[src/rtl/bcd_disp_pkg.sv]
package bcd_disp_pkg;
  localparam int unsigned DIGIT_W = 4;
  localparam int unsigned SEG_W   = 7;
  localparam int unsigned RADIX   = 10;

  typedef logic [DIGIT_W-1:0] bcd_t;
  typedef logic [SEG_W-1:0]   seg_t;
  typedef logic [DIGIT_W:0]   wide_t;

  typedef enum logic {DIR_UP = 1'b0, DIR_DOWN = 1'b1} dir_e;

  // single fold; valid for inputs below 2*RADIX
  function automatic bcd_t fold_radix(wide_t v);
    if (v >= wide_t'(RADIX)) return bcd_t'(v - wide_t'(RADIX));
    return v[DIGIT_W-1:0];
  endfunction

  // active high, bit0 = a ... bit6 = g
  function automatic seg_t glyph(bcd_t d);
    case (d)
      4'd0:    return 7'h3F;
      4'd1:    return 7'h06;
      4'd2:    return 7'h5B;
      4'd3:    return 7'h4F;
      4'd4:    return 7'h66;
      4'd5:    return 7'h6D;
      4'd6:    return 7'h7D;
      4'd7:    return 7'h07;
      4'd8:    return 7'h7F;
      4'd9:    return 7'h6F;
      default: return 7'h00;
    endcase
  endfunction
endpackage

[src/rtl/bcd_tick_gen.sv]
module bcd_tick_gen #(
  parameter int unsigned RATIO = 6_000_000
) (
  input  logic clk_i,
  input  logic rst_ni,
  output logic tick_o
);
  if (RATIO <= 1) begin : g_pass
    assign tick_o = 1'b1;
  end else begin : g_div
    localparam int unsigned CNT_W = $clog2(RATIO);
    localparam logic [CNT_W-1:0] LAST = CNT_W'(RATIO - 1);

    logic [CNT_W-1:0] phase_q;
    logic             wrap;

    assign wrap   = (phase_q == LAST);
    assign tick_o = wrap;

    always_ff @(posedge clk_i or negedge rst_ni) begin
      if (!rst_ni)   phase_q <= '0;
      else if (wrap) phase_q <= '0;
      else           phase_q <= phase_q + 1'b1;
    end
  end
endmodule

[src/rtl/bcd_step_calc.sv]
module bcd_step_calc
  import bcd_disp_pkg::*;
(
  input  bcd_t cur_i,
  input  bcd_t step_i,
  input  logic dir_i,
  input  bcd_t load_val_i,
  output bcd_t cnt_nxt_o,
  output bcd_t load_nxt_o
);
  bcd_t  step_eff;
  wide_t up_sum;
  wide_t dn_sum;

  assign step_eff   = fold_radix({1'b0, step_i});
  assign up_sum     = {1'b0, cur_i} + {1'b0, step_eff};
  assign dn_sum     = {1'b0, cur_i} + wide_t'(RADIX) - {1'b0, step_eff};
  assign cnt_nxt_o  = (dir_e'(dir_i) == DIR_DOWN) ? fold_radix(dn_sum) : fold_radix(up_sum);
  assign load_nxt_o = fold_radix({1'b0, load_val_i});
endmodule

[src/rtl/bcd_digit_reg.sv]
module bcd_digit_reg
  import bcd_disp_pkg::*;
(
  input  logic clk_i,
  input  logic rst_ni,
  input  logic clr_i,
  input  logic load_i,
  input  logic tick_i,
  input  bcd_t load_nxt_i,
  input  bcd_t cnt_nxt_i,
  output bcd_t digit_o
);
  logic arst_n;
  bcd_t digit_q;

  // chip reset and level clear share the async path
  assign arst_n = rst_ni & ~clr_i;

  always_ff @(posedge clk_i or negedge arst_n) begin
    if (!arst_n)     digit_q <= '0;
    else if (load_i) digit_q <= load_nxt_i;
    else if (tick_i) digit_q <= cnt_nxt_i;
  end

  assign digit_o = digit_q;
endmodule

[src/rtl/bcd_seg_enc.sv]
module bcd_seg_enc
  import bcd_disp_pkg::*;
(
  input  bcd_t digit_i,
  output seg_t seg_o
);
  assign seg_o = glyph(digit_i);
endmodule

[src/rtl/bcd_disp_counter.sv]
module bcd_disp_counter
  import bcd_disp_pkg::*;
#(
  parameter int unsigned DIV_RATIO = 6_000_000
) (
  input  logic       clk_i,
  input  logic       rst_ni,
  input  logic       clr_i,
  input  logic       load_i,
  input  logic [3:0] load_val_i,
  input  logic       dir_i,
  input  logic [3:0] step_i,
  output logic [3:0] digit_o,
  output logic [6:0] seg_o
);
  logic tick_w;
  bcd_t cnt_nxt;
  bcd_t load_nxt;
  bcd_t digit_q;

  bcd_tick_gen #(.RATIO(DIV_RATIO)) i_tick (
    .clk_i (clk_i),
    .rst_ni(rst_ni),
    .tick_o(tick_w)
  );

  bcd_step_calc i_calc (
    .cur_i     (digit_q),
    .step_i    (step_i),
    .dir_i     (dir_i),
    .load_val_i(load_val_i),
    .cnt_nxt_o (cnt_nxt),
    .load_nxt_o(load_nxt)
  );

  bcd_digit_reg i_reg (
    .clk_i     (clk_i),
    .rst_ni    (rst_ni),
    .clr_i     (clr_i),
    .load_i    (load_i),
    .tick_i    (tick_w),
    .load_nxt_i(load_nxt),
    .cnt_nxt_i (cnt_nxt),
    .digit_o   (digit_q)
  );

  bcd_seg_enc i_seg (
    .digit_i(digit_q),
    .seg_o  (seg_o)
  );

  assign digit_o = digit_q;
endmodule

[config.mk]
export PLATFORM = sky130hd
export DESIGN_NAME = bcd_disp_counter
export DESIGN_NICKNAME = d
export VERILOG_FILES = /design/src/rtl/bcd_disp_pkg.sv /design/src/rtl/bcd_tick_gen.sv /design/src/rtl/bcd_step_calc.sv /design/src/rtl/bcd_digit_reg.sv /design/src/rtl/bcd_seg_enc.sv /design/src/rtl/bcd_disp_counter.sv
export SDC_FILE = /design/constraint.sdc
export NUM_CORES = 1
export LEC_CHECK = 0
export ABC_AREA = 1
export CAP_MARGIN = 15
export CELL_PAD_IN_SITES_DETAIL_PLACEMENT = 0
export CELL_PAD_IN_SITES_GLOBAL_PLACEMENT = 2
export CORE_ASPECT_RATIO = 0.7
export CORE_MARGIN = 3
export CORE_UTILIZATION = 33
export DETAILED_ROUTE_END_ITERATION = 8
export GPL_TIMING_DRIVEN = 0
export PLACE_DENSITY_LB_ADDON = 0.1
export SYNTH_ARGS = -nofsm -noshare
export SYNTH_HDL_FRONTEND = slang
export SYNTH_SLANG_ARGS = --single-unit
[constraint.sdc]
create_clock -name clk_i -period 3.43 [get_ports clk_i]
set_input_delay 0.686 -clock clk_i [delete_from_list [all_inputs] [get_ports clk_i]]
set_output_delay 0.686 -clock clk_i [all_outputs]
set_load 0.02 [all_outputs]
==> impl_metrics.toml <==
[place]
place_hpwl_mm = 4.93
io_buffers = 23
gp_congestion = 0.882
placed_area_sq_um = 2700

[timing]
clock.fmax_ghz = 0.307
worst_pin_slew_ns = 0.523
setup_violations = 0
skew_ns = 0.00548
rsz0062_at_grt = "false"
slew_viol_final = 0
hold_violations = 0
max_slew_margin_pct = 64.7
post-route-period-util_pct = 94.9
fin_crit_ns = 3.26

[logic_synthesis]
synth_edf_count = 0
ys_async_sr_fraction_pct = 100
synth_top_area_cell = "dfrtp_1"
synth-seq-cells = 27
synthTopCellsByArea = "dfrtp_1, ha_1, inv_1, nand2_1, nand3_1"
yosys_warnings = 0
synth_area_sq_um = 2360
synthTopCellsByCount = "inv_1, nand2_1, nor2_1, dfrtp_1, nand3_1"
synth_most_common_cell = "inv_1"
syn_inst = 323
synth.distinct_cells = 38
syn_nets = 361
synth_top_area_share_pct = 28.7
syn-mean-instance-area_sq_um = 7.29
synthFlopType = "dfrtp_1"
seq_area_frac_synth_pct = 28.7

[grt]
grt_max_degree = 25
grt_usage_pct = 15.2
grt_overflow = 0
grt_pass1_wl_mm = 10.0
antenna_found_initial = 0
grt_pass1_vias = 1945

[critical_path]
worstSetupEndpointType = "flip-flop"
cp_slowest_stage_delay_ns = 0.61
required_ns = 3.64
crit_path_cell_trace = "clkdlybuf4s50_1 > inv_1 > ha_1 > inv_1 > o21ai_2 > inv_1 > ha_4 > fa_2 > ha_2 > nand2_1 > nand2_2 > nand3_1 > nand2_1 > nand3_1 > nand2_1 > nand2_1 > a21oi_1"
r2r-start = "i_reg.digit_o[1]"
worstSetupStartpointType = "input pin"
worstSetupStartpoint = "step_i[1]"
crit_buf_inv = 4
cp_common_cell = "nand2_1"
critPathMaxFanout = 5
worst-setup-path-type = "in2reg"
cp.arrival_ns = 3.47
cp_slowest_cell = "fa_2"
cp_top_family = "adder cells"

[pwr]
max-vdd-ir-drop_uv = 254
finalPower_mw = 1.29
p_leak_nw = 1.42
p_per_area_nw_per_um2 = 460

[detailed_routing]
routed-via-count = 2099
wl_per_cell_um = 13.6
firstDrtPassIters = 4
drt-total-wl_mm = 6.06
ant_nets = 0
drtIter0Drc = 110
drcViolationCount = 0
via_per_inst = 4.71

[clock_tree]
clkTransAtPathRegs_ns = 0.10
cts_made_buffers = 3
cts_tree = "done"
clock_sinks = 27
root_buffer = "clkbuf_8"
clkLatencyLatePin_ns = 0.28
htreeDepth = 1
cts_buffer_depth = 2

[floorplanning]
start_util_pct = 34.4
ios = 24
std_cell_rows = 25
coreArea_sq_um = 6850
die_w_um = 107
die_h_um = 76.7
dieArea_sq_um = 8210

[layout]
final_core_utilization_pct = 41.0
syn2layout_area_growth_pct = 19.3
antennaDiodeCount = 0
nNetsFinal = 391
drive_gt1_share_pct = 11.6
design_area_sq_um = 2810

[run_status]
status = "finished clean"

[min_path]
min-delay-start = "i_tick.g_div.phase_q[5]"
hold_class = "reg2reg"

[run]
maxCapViolCount = 0
==> placed cells by master (no fill, tap or decap), types with 6 or more instances in the layout <==
| cell | Yosys | layout |
|---|---|---|
| o21ai_0 | 15 | 14 |
| inv_1 | 59 | 59 |
| inv_2 | 6 | 6 |
| dfrtp_1 | 27 | 27 |
| nand3_1 | 24 | 24 |
| nor2_1 | 29 | 28 |
| a21oi_1 | 17 | 17 |
| nand4_1 | 11 | 11 |
| xor2_1 | 7 | 7 |
| ha_1 | 23 | 21 |
| nor3_1 | 7 | 7 |
| nand2_1 | 54 | 53 |
| clkdlybuf4s50_1 | 0 | 23 |
==> worst register-to-register path, cell delays in order, from the launching register on <==
cell and delay [ns]:
dfrtp_1 0.49, inv_1 0.21, ha_1 0.33, inv_1 0.10
ha_1 0.18, inv_1 0.06, fa_2 0.56, ha_2 0.19
nand2_1 0.06, nand2_2 0.08, nand3_1 0.10, nand2_1 0.07
nand3_1 0.07, nand2_1 0.08, nand2_1 0.05, a21oi_1 0.13
==> metrics by stage <==
| step | cells | setup WS [ns] | hold WS (ns) | setup TNS [ns] |
|---|---|---|---|---|
| 3_5_place_dp | 440 | -0.454 | 0.495 | -1.25 |
| 4_1_cts | 444 | 0.0107 | 0.509 | 0 |
| 2_1_floorplan | 323 | 0.426 | 0.390 | 0 |
| 6_report | 446 | 0.173 | 0.506 | 0 |
| 3_3_place_gp | 440 | -0.461 | 0.488 | -1.26 |
| 5_1_grt | 446 | 0.00713 | 0.533 | 0 |
==> per-layer routing <==
metal	vias up	part of all wire, %	GRT usage [%]
li1	1108	-	-
met1	950	59	26.7
met2	39	35	18.3
met3	2	5.6	3.03
met4	0	0.21	1.66
met5	-	0	0
==> flip-flops by register name (all words and copies together) (netlist names) <==
| register | count |
|---|---|
| i_reg.digit_o | 4 |
| i_tick.g_div.phase_q | 23 |
==> worst paths after layout <==
path                       cells after the start                 endpoint  slack [ns]
max in group asynchronous                      4         i_reg.digit_o[0]        1.91
min in group asynchronous                      1  i_tick.g_div.phase_q[2]        0.68
setup / recovery                              17         i_reg.digit_o[2]        0.17
hold reg to reg                                1  i_tick.g_div.phase_q[5]        0.51
setup reg to reg                              15         i_reg.digit_o[2]        0.60
hold / removal                                 1  i_tick.g_div.phase_q[5]        0.51
==> report_power, final <==
group          total (mW)  switching, mW  internal [mW]
clock network       0.188          0.107         0.0817
registers           0.360         0.0306          0.329
logic               0.746          0.427          0.319
total                1.29          0.564          0.730
==> kinds of logic after synthesis <==
logic type | synth area share (%)
buffers and inverters | 10.8
XOR/XNOR | 2.97
flip-flops | 28.7
AO/OA/AOI/OAI | 11.2
adder cells (fa/ha/maj) | 13.9
AND/OR/NAND/NOR | 32.4
==> timing repair <==
item | in CTS | in global routing
endpoints found under the hold margin | 0 | 0
setup buffers | 0 | 1
hold buffers | 0 | 0
endpoints found under the setup margin | 3 | 3
pin swaps | 1 | 3
cloned | 0 | 0
gates resized for setup | 2 | 6
==> cell type report <==
cell class,instances,area (sq um)
multi-input combinational,229,1450
inverter,67,254
sequential,27,676
tap,94,118
clock inverter,1,5.00
fill,723,4040
clock buffer,3,41.3
timing repair buffer,25,265
No activity file was read; power rests on OpenSTA's default activity.
